==> src/rtl/vfs_pkg.sv <==
package vfs_pkg;

  typedef enum logic [2:0] {
    ST_IDLE   = 3'd0,
    ST_RATIO  = 3'd1,
    ST_VSTEP  = 3'd2,
    ST_SETTLE = 3'd3,
    ST_FIN    = 3'd4
  } seq_state_e;

endpackage

==> src/rtl/vfs_settle_timer.sv <==
module vfs_settle_timer #(
  parameter int SETTLE_W = 8
) (
  input  logic                clk,
  input  logic                rst_n,
  input  logic                load,
  input  logic [SETTLE_W-1:0] value,
  output logic                last
);

  logic [SETTLE_W-1:0] cnt_q, cnt_n;
  logic                cnt_en;

  always_comb begin
    cnt_en = 1'b0;
    cnt_n  = cnt_q;
    if (load) begin
      cnt_en = 1'b1;
      cnt_n  = value;
    end else if (cnt_q != '0) begin
      cnt_en = 1'b1;
      cnt_n  = cnt_q - SETTLE_W'(1);
    end
  end

  always_ff @(posedge clk or negedge rst_n) begin
    if (!rst_n) begin
      cnt_q <= '0;
    end else if (cnt_en) begin
      cnt_q <= cnt_n;
    end
  end

  assign last = (cnt_q == SETTLE_W'(1));

endmodule

==> src/rtl/vfs_request_queue.sv <==
module vfs_request_queue #(
  parameter int RATIO_W   = 6,
  parameter int VID_W     = 7,
  parameter int LOW_RATIO = 6,
  parameter int LOW_VID   = 32
) (
  input  logic               clk,
  input  logic               rst_n,
  input  logic               wr_en,
  input  logic [RATIO_W-1:0] wr_ratio,
  input  logic [VID_W-1:0]   wr_vid,
  input  logic [RATIO_W-1:0] max_ratio,
  input  logic               halt_enter,
  input  logic               halt_exit,
  input  logic [RATIO_W-1:0] cur_ratio,
  input  logic [VID_W-1:0]   cur_vid,
  input  logic               accept,
  output logic               job_valid,
  output logic [RATIO_W-1:0] job_ratio,
  output logic [VID_W-1:0]   job_vid,
  output logic               job_vid_first
);

  localparam logic [RATIO_W-1:0] LOW_R = RATIO_W'(LOW_RATIO);
  localparam logic [VID_W-1:0]   LOW_V = VID_W'(LOW_VID);

  logic               pend_wr_q, pend_wr_n;
  logic [RATIO_W-1:0] pend_ratio_q;
  logic [VID_W-1:0]   pend_vid_q;
  logic               pend_halt_q, pend_halt_n;
  logic               pend_enter_q, pend_enter_n;
  logic               halted_q, halted_n;
  logic [RATIO_W-1:0] save_ratio_q;
  logic [VID_W-1:0]   save_vid_q;

  logic [RATIO_W-1:0] clamped;
  logic               take_halt, take_wr, save_en;
  logic               enter_only, exit_only;

  // job presented to the engine: idle-point moves take precedence
  always_comb begin
    clamped = (wr_ratio > max_ratio) ? max_ratio : wr_ratio;
    if (pend_halt_q) begin
      job_valid = 1'b1;
      if (pend_enter_q) begin
        job_ratio     = LOW_R;
        job_vid       = LOW_V;
        job_vid_first = 1'b0;
      end else begin
        job_ratio     = save_ratio_q;
        job_vid       = save_vid_q;
        job_vid_first = 1'b1;
      end
    end else begin
      job_valid     = pend_wr_q & ~halted_q;
      job_ratio     = pend_ratio_q;
      job_vid       = pend_vid_q;
      job_vid_first = (pend_ratio_q > cur_ratio);
    end
  end

  // next-state of the held requests
  always_comb begin
    take_halt  = accept & pend_halt_q;
    take_wr    = accept & ~pend_halt_q;
    save_en    = take_halt & pend_enter_q;
    enter_only = halt_enter & ~halt_exit;
    exit_only  = halt_exit & ~halt_enter;

    pend_halt_n  = pend_halt_q & ~take_halt;
    pend_enter_n = pend_enter_q;
    halted_n     = halted_q;
    pend_wr_n    = (pend_wr_q & ~take_wr) | wr_en;

    if (enter_only && !halted_q) begin
      halted_n     = 1'b1;
      pend_halt_n  = 1'b1;
      pend_enter_n = 1'b1;
    end
    if (exit_only && halted_q) begin
      halted_n = 1'b0;
      if (pend_halt_n && pend_enter_q) begin
        pend_halt_n = 1'b0;
      end else begin
        pend_halt_n  = 1'b1;
        pend_enter_n = 1'b0;
      end
    end
  end

  always_ff @(posedge clk or negedge rst_n) begin
    if (!rst_n) begin
      pend_wr_q    <= 1'b0;
      pend_halt_q  <= 1'b0;
      pend_enter_q <= 1'b0;
      halted_q     <= 1'b0;
    end else begin
      pend_wr_q    <= pend_wr_n;
      pend_halt_q  <= pend_halt_n;
      pend_enter_q <= pend_enter_n;
      halted_q     <= halted_n;
    end
  end

  always_ff @(posedge clk or negedge rst_n) begin
    if (!rst_n) begin
      pend_ratio_q <= '0;
      pend_vid_q   <= '0;
    end else if (wr_en) begin
      pend_ratio_q <= clamped;
      pend_vid_q   <= wr_vid;
    end
  end

  always_ff @(posedge clk or negedge rst_n) begin
    if (!rst_n) begin
      save_ratio_q <= '0;
      save_vid_q   <= '0;
    end else if (save_en) begin
      save_ratio_q <= cur_ratio;
      save_vid_q   <= cur_vid;
    end
  end

endmodule

==> src/rtl/vfs_step_engine.sv <==
module vfs_step_engine
  import vfs_pkg::*;
#(
  parameter int RATIO_W     = 6,
  parameter int VID_W       = 7,
  parameter int SETTLE_W    = 8,
  parameter int RESET_RATIO = 8,
  parameter int RESET_VID   = 40
) (
  input  logic                clk,
  input  logic                rst_n,
  input  logic                job_valid,
  input  logic [RATIO_W-1:0]  job_ratio,
  input  logic [VID_W-1:0]    job_vid,
  input  logic                job_vid_first,
  input  logic [SETTLE_W-1:0] settle_cycles,
  output logic                accept,
  output logic [RATIO_W-1:0]  core_ratio,
  output logic [VID_W-1:0]    core_vid,
  output logic                busy,
  output logic                done
);

  seq_state_e         state_q, state_n;
  logic [RATIO_W-1:0] tgt_ratio_q;
  logic [VID_W-1:0]   tgt_vid_q;
  logic               vfirst_q;
  logic [RATIO_W-1:0] ratio_q;
  logic [VID_W-1:0]   vid_q;

  logic tgt_en, ratio_en, vid_en, vid_up, timer_load, timer_last;

  vfs_settle_timer #(.SETTLE_W(SETTLE_W)) i_timer (
    .clk   (clk),
    .rst_n (rst_n),
    .load  (timer_load),
    .value (settle_cycles),
    .last  (timer_last)
  );

  always_comb begin
    state_n    = state_q;
    accept     = 1'b0;
    tgt_en     = 1'b0;
    ratio_en   = 1'b0;
    vid_en     = 1'b0;
    vid_up     = 1'b0;
    timer_load = 1'b0;
    case (state_q)
      ST_IDLE: begin
        if (job_valid) begin
          accept  = 1'b1;
          tgt_en  = 1'b1;
          state_n = job_vid_first ? ST_VSTEP : ST_RATIO;
        end
      end
      ST_RATIO: begin
        ratio_en = 1'b1;
        state_n  = vfirst_q ? ST_FIN : ST_VSTEP;
      end
      ST_VSTEP: begin
        if (vid_q == tgt_vid_q) begin
          state_n = vfirst_q ? ST_RATIO : ST_FIN;
        end else begin
          vid_en = 1'b1;
          vid_up = (tgt_vid_q > vid_q);
          if (settle_cycles == '0) begin
            state_n = ST_VSTEP;
          end else begin
            timer_load = 1'b1;
            state_n    = ST_SETTLE;
          end
        end
      end
      ST_SETTLE: begin
        if (timer_last) state_n = ST_VSTEP;
      end
      ST_FIN:  state_n = ST_IDLE;
      default: state_n = ST_IDLE;
    endcase
  end

  always_ff @(posedge clk or negedge rst_n) begin
    if (!rst_n) state_q <= ST_IDLE;
    else        state_q <= state_n;
  end

  always_ff @(posedge clk or negedge rst_n) begin
    if (!rst_n) begin
      tgt_ratio_q <= '0;
      tgt_vid_q   <= '0;
      vfirst_q    <= 1'b0;
    end else if (tgt_en) begin
      tgt_ratio_q <= job_ratio;
      tgt_vid_q   <= job_vid;
      vfirst_q    <= job_vid_first;
    end
  end

  always_ff @(posedge clk or negedge rst_n) begin
    if (!rst_n)        ratio_q <= RATIO_W'(RESET_RATIO);
    else if (ratio_en) ratio_q <= tgt_ratio_q;
  end

  always_ff @(posedge clk or negedge rst_n) begin
    if (!rst_n)      vid_q <= VID_W'(RESET_VID);
    else if (vid_en) vid_q <= vid_up ? (vid_q + VID_W'(1)) : (vid_q - VID_W'(1));
  end

  assign core_ratio = ratio_q;
  assign core_vid   = vid_q;
  assign busy       = (state_q == ST_RATIO) || (state_q == ST_VSTEP) || (state_q == ST_SETTLE);
  assign done       = (state_q == ST_FIN);

endmodule

==> src/rtl/vf_sequencer.sv <==
module vf_sequencer #(
  parameter int RATIO_W     = 6,
  parameter int VID_W       = 7,
  parameter int SETTLE_W    = 8,
  parameter int RESET_RATIO = 8,
  parameter int RESET_VID   = 40,
  parameter int LOW_RATIO   = 6,
  parameter int LOW_VID     = 32
) (
  input  logic                clk,
  input  logic                rst_n,
  input  logic                wr_en,
  input  logic [RATIO_W-1:0]  wr_ratio,
  input  logic [VID_W-1:0]    wr_vid,
  input  logic [RATIO_W-1:0]  max_ratio,
  input  logic                halt_enter,
  input  logic                halt_exit,
  input  logic [SETTLE_W-1:0] settle_cycles,
  output logic [RATIO_W-1:0]  core_ratio,
  output logic [VID_W-1:0]    core_vid,
  output logic                busy,
  output logic                done
);

  logic               rst_meta_q, rst_sync_n;
  logic               accept, job_valid, job_vid_first;
  logic [RATIO_W-1:0] job_ratio;
  logic [VID_W-1:0]   job_vid;

  // asynchronous assertion, synchronous release
  always_ff @(posedge clk or negedge rst_n) begin
    if (!rst_n) begin
      rst_meta_q <= 1'b0;
      rst_sync_n <= 1'b0;
    end else begin
      rst_meta_q <= 1'b1;
      rst_sync_n <= rst_meta_q;
    end
  end

  vfs_request_queue #(
    .RATIO_W   (RATIO_W),
    .VID_W     (VID_W),
    .LOW_RATIO (LOW_RATIO),
    .LOW_VID   (LOW_VID)
  ) i_queue (
    .clk           (clk),
    .rst_n         (rst_sync_n),
    .wr_en         (wr_en),
    .wr_ratio      (wr_ratio),
    .wr_vid        (wr_vid),
    .max_ratio     (max_ratio),
    .halt_enter    (halt_enter),
    .halt_exit     (halt_exit),
    .cur_ratio     (core_ratio),
    .cur_vid       (core_vid),
    .accept        (accept),
    .job_valid     (job_valid),
    .job_ratio     (job_ratio),
    .job_vid       (job_vid),
    .job_vid_first (job_vid_first)
  );

  vfs_step_engine #(
    .RATIO_W     (RATIO_W),
    .VID_W       (VID_W),
    .SETTLE_W    (SETTLE_W),
    .RESET_RATIO (RESET_RATIO),
    .RESET_VID   (RESET_VID)
  ) i_engine (
    .clk           (clk),
    .rst_n         (rst_sync_n),
    .job_valid     (job_valid),
    .job_ratio     (job_ratio),
    .job_vid       (job_vid),
    .job_vid_first (job_vid_first),
    .settle_cycles (settle_cycles),
    .accept        (accept),
    .core_ratio    (core_ratio),
    .core_vid      (core_vid),
    .busy          (busy),
    .done          (done)
  );

endmodule

==> config.mk <==
export PLATFORM = sky130hd
export DESIGN_NAME = vf_sequencer
export DESIGN_NICKNAME = d
export VERILOG_FILES = /design/src/rtl/vfs_pkg.sv /design/src/rtl/vfs_settle_timer.sv /design/src/rtl/vfs_request_queue.sv /design/src/rtl/vfs_step_engine.sv /design/src/rtl/vf_sequencer.sv
export SDC_FILE = /design/constraint.sdc
export NUM_CORES = 1
export LEC_CHECK = 0
export ABC_AREA = 1
export BUFFER_PORTS_ARGS = -buffer_cell sky130_fd_sc_hd__buf_2
export CAP_MARGIN = 20
export CORE_ASPECT_RATIO = 1.1
export CORE_MARGIN = 3
export CORE_UTILIZATION = 45
export CTS_BUF_LIST = sky130_fd_sc_hd__clkbuf_2
export DETAILED_ROUTE_END_ITERATION = 8
export PLACE_DENSITY = 0.76
export SYNTH_ARGS = -nofsm -noshare
export SYNTH_HDL_FRONTEND = slang
export SYNTH_SLANG_ARGS = --single-unit
==> constraint.sdc <==
create_clock -name clk -period 2.4 [get_ports clk]
set_input_delay 0.36 -clock clk [delete_from_list [all_inputs] [get_ports clk]]
set_output_delay 0.36 -clock clk [all_outputs]
set_load 0.02 [all_outputs]
==> results.sh <==
export IMPL_status="complete, but fails checks"
export IMPL_violations="negative setup slack"
export IMPL_cts_root_buf="clkbuf_2"
export IMPL_ant_nets=0
export IMPL_cts_sinks=70
export IMPL_avgSynthCellArea_um2=8.06
export IMPL_whs_path_depth=3
export IMPL_synth_area_um2=3910
export IMPL_worst_pin_slew_ps=538
export IMPL_wirelength_um=8770
export IMPL_multiInputGateArea_um2=2010
export IMPL_cts_tree="yes"
export IMPL_clk_pin_slew_ps=200
export IMPL_io_pins=47
export IMPL_syn_nets=545
export IMPL_die_h_um=104
export IMPL_gp_congestion=0.820
export IMPL_period_minus_slack_ps=2510
export IMPL_r2r_start="i_engine.core_vid[5]$_DFFE_PN1P_"
export IMPL_critical_path_class="flop to flop"
export IMPL_r2r_end="i_engine.core_vid[6]$_DFFE_PN0P_"
export IMPL_crit_fanout=7
export IMPL_internal_power_mw=3.60
export IMPL_critPathLaunchType="flop"
export IMPL_start_util_pct=46.5
export IMPL_dr_pass1_iters=4
export IMPL_critical_path_top_delay_family="simple AND/OR/NAND/NOR gates"
export IMPL_seq_power_share_pct=29.4
export IMPL_hpwl_um=6300
export IMPL_fin_skew_ps=18.3
export IMPL_die_w_um=94.9
export IMPL_yosysTopAreaCell="dfrtp_1"
export IMPL_power_frac_clock_pct=9.8
export IMPL_p_total_mw=6.87
export IMPL_cp_cell_sequence="inv_2, ha_4, nand2_4, nor2_4, nand3_2, nand2_4, inv_6, nand2_8, inv_4, fa_2, inv_2, nand4_1, nand3_1, nand3_2, nand4_1, nand2_1"
export IMPL_antenna_found_initial=0
export IMPL_ys_ff_latch=70
export IMPL_combPwrFrac_pct=60.8
export IMPL_end_kind="flop"
export IMPL_std_cell_rows=35
export IMPL_reg2regPathDepth=16
export IMPL_fin_hold_ws_ps=48.3
export IMPL_placed_cell_area_um2=4360
export IMPL_r2r_slack_ps=-110
export IMPL_synth_seq_area_share_pct=44.9
export IMPL_vias=3394
export IMPL_max_slew_margin_pct=64.0
export IMPL_cts_buffers=9
export IMPL_fmax_ghz=0.399
export IMPL_initialDrtViolationCount=197
export IMPL_overflow=0
export IMPL_synth_top_area_share_pct=42.9
export IMPL_tns_ps=-366
export IMPL_p_per_area_nw_per_um2=1460
export IMPL_htreeDepth=3
export IMPL_syn2layout_area_growth_pct=20.6
export IMPL_drc_errors=0
export IMPL_hold_class="input port to flop"
export IMPL_fin_ws_ps=-108
export IMPL_final_setup_viol_count=5
export IMPL_fillCellCount=778
export IMPL_dp_cells=640
export IMPL_peakVddDrop_v=0.000458
export IMPL_cts_buffer_depth=2
export IMPL_hp_start="wr_vid[3]"
export IMPL_synth_top_cells_by_area="dfrtp_1, nand2_1, ha_1"
export IMPL_core_um2=8410
export IMPL_path_buf_inv=4
export IMPL_grt_max_degree=69
export IMPL_p_leak_nw=2.39
export IMPL_power_switching_mw=3.27
export IMPL_cap_violations=0
export IMPL_cp_required_ps=2820
export IMPL_dieArea_um2=9840
export IMPL_fin_area_um2=4720
export IMPL_synthCells=485
export IMPL_synth_distinct_cells=35
export IMPL_grt_setup_unrepaired="yes"
export IMPL_clk_latency_ps=510
export IMPL_cp_arrival_ps=2930
export IMPL_wl_per_cell_um=13.1
export IMPL_slowest_delay_ps=590
export IMPL_grt_pass1_wl_um=14800
export IMPL_io_buffer_count=46
export IMPL_netSwitchingFraction_pct=47.5
export IMPL_cpMaxStageDelayCell="dfstp_2"
export IMPL_hold_viol_final=0
export IMPL_nets=612
export IMPL_whs_endpoint="i_queue.pend_vid_q[3]$_DFFE_PN0P_"
export IMPL_finalCritPeriodShare_pct=104
export IMPL_antenna_cells=0
export IMPL_yosys_warnings=0
export IMPL_drive_above_1_share_pct=22.4
export IMPL_viasPerCell=5.08
export IMPL_layout_area_seq_um2=1760
export IMPL_grt_pass1_vias=3334
export IMPL_drv_slew=0
export IMPL_grtUsageTotal_pct=18.5
export IMPL_final_cells=668
-- synth_stat cells (all sizes together) --
master	n
or2	1
a22oi	1
conb	1
nand3	33
o21bai	2
inv	70
o221ai	3
nor3	5
nand4	6
xnor2	1
nor2	40
mux2	1
xor2	6
fa	1
nand2	119
clkbuf	5
a21oi	29
buf	7
o22ai	9
dfrtp	67
o21ai	45
ha	27
a21o	2
nand3b	1
dfstp	3
-- flip-flops by register name (all words and copies together) (netlist names), 3 cells and up --
name,cells
i_engine.core_vid,7
i_engine.state_q,3
i_engine.tgt_vid_q,7
i_queue.pend_ratio_q,6
i_queue.save_ratio_q,6
i_engine.core_ratio,6
i_queue.save_vid_q,7
i_engine.tgt_ratio_q,6
i_engine.i_timer.cnt_q,8
i_queue.pend_vid_q,7
-- layer usage --
layer	GRT usage (%)	vias to the layer above	routed length (um)
met3	4.94	17	466
met1	24.6	1555	3990
met5	0	-	0
met4	5.36	0	117
met2	29.6	106	4200
li1	-	1716	-
-- through the flow --
step | setup slack, ps | utilization (%)
finish | -108 | 56.1
global route | -210 | 56.1
CTS | -56.0 | 54.9
detailed placement | -53.9 | 51.9
global placement | 49.9 | 51.9
floorplan | -26.4 | -
-- power by group through the flow --
stage | Combinational, mW | Sequential [mW] | Clock [mW]
finish | 4.18 | 2.02 | 0.674
global route | 4.65 | 2.08 | 0.748
CTS | 3.87 | 2.01 | 0.702
detailed placement | 3.52 | 2.04 | 0
global placement | 3.36 | 2.02 | 0
floorplan | 2.52 | 2.12 | 0
-- logic make-up after synthesis --
group / count (synthesis) / share of synthesized area [%]
DFF: 70 / 44.9
other: 1 / 0.0959
AOI/OAI and AO/OA: 91 / 12.5
buffers and inverters: 82 / 8.29
and+or+nand+nor: 205 / 23.2
xor gates and xnor gates: 7 / 1.57
muxes: 1 / 0.288
adders and majority gates: 28 / 9.15
-- cell type report --
cell class / instances / share of cell area, %
clock buffer: 10 / 1.06
clock inverter: 6 / 1.33
inverter: 70 / 5.84
timing repair buffer: 68 / 8.94
sequential: 70 / 37.3
tap: 111 / 2.95
multi-input combinational: 333 / 42.6
-- placed cells by master, fill, tap and decap left out, types with 2 or more instances in the layout --
cell type / synthesis / routed
a21o_1: 2 / 2
a21oi_1: 29 / 28
buf_2: 6 / 46
buf_4: 1 / 16
clkbuf_2: 0 / 10
clkinvlp_4: 0 / 2
dfrtp_1: 67 / 66
dfstp_2: 3 / 3
dlygate4sd3_1: 0 / 4
ha_1: 27 / 19
ha_4: 0 / 8
inv_1: 65 / 60
inv_2: 4 / 7
inv_6: 1 / 3
nand2_1: 118 / 112
nand2_2: 0 / 3
nand2_4: 1 / 3
nand3_1: 32 / 29
nand3_2: 1 / 4
nand4_1: 6 / 6
nor2_1: 34 / 33
nor2_2: 2 / 2
nor2_4: 3 / 4
nor3_1: 4 / 3
o21ai_0: 41 / 39
o21ai_1: 4 / 6
o21bai_1: 2 / 2
o221ai_1: 3 / 3
o22ai_1: 9 / 9
xor2_1: 6 / 5
-- timing repair --
action | in CTS | in global routing
setup endpoints to repair | 3 | 5
pin swaps | 8 | 10
hold buffers | 3 | 1
buffers inserted | 4 | 4
endpoints found under the hold margin | 4 | 1
resized for setup | 11 | 12
-- worst max-delay path by stage --
stage | from | to | cells past startpoint
after floorplan | i_engine.core_vid[3]$_DFFE_PN1P_ | i_engine.core_vid[6]$_DFFE_PN0P_ | 17
after global placement | i_engine.core_vid[3]$_DFFE_PN1P_ | i_engine.core_vid[6]$_DFFE_PN0P_ | 16
after detailed placement | i_engine.core_vid[3]$_DFFE_PN1P_ | i_engine.core_vid[6]$_DFFE_PN0P_ | 16
after CTS | i_engine.core_vid[5]$_DFFE_PN1P_ | i_engine.core_vid[6]$_DFFE_PN0P_ | 16
after global routing | i_engine.core_vid[5]$_DFFE_PN1P_ | i_engine.core_vid[6]$_DFFE_PN0P_ | 17
final | i_engine.core_vid[5]$_DFFE_PN1P_ | i_engine.core_vid[6]$_DFFE_PN0P_ | 16
-- worst min-delay path: cells and delay by family --
kind	cells	cell delay, ps
AOI/OAI and AO/OA	1	60
and+or+nand+nor	1	40
buffers and inverters	1	70
Note: power is estimated with default switching activity, not from simulation.
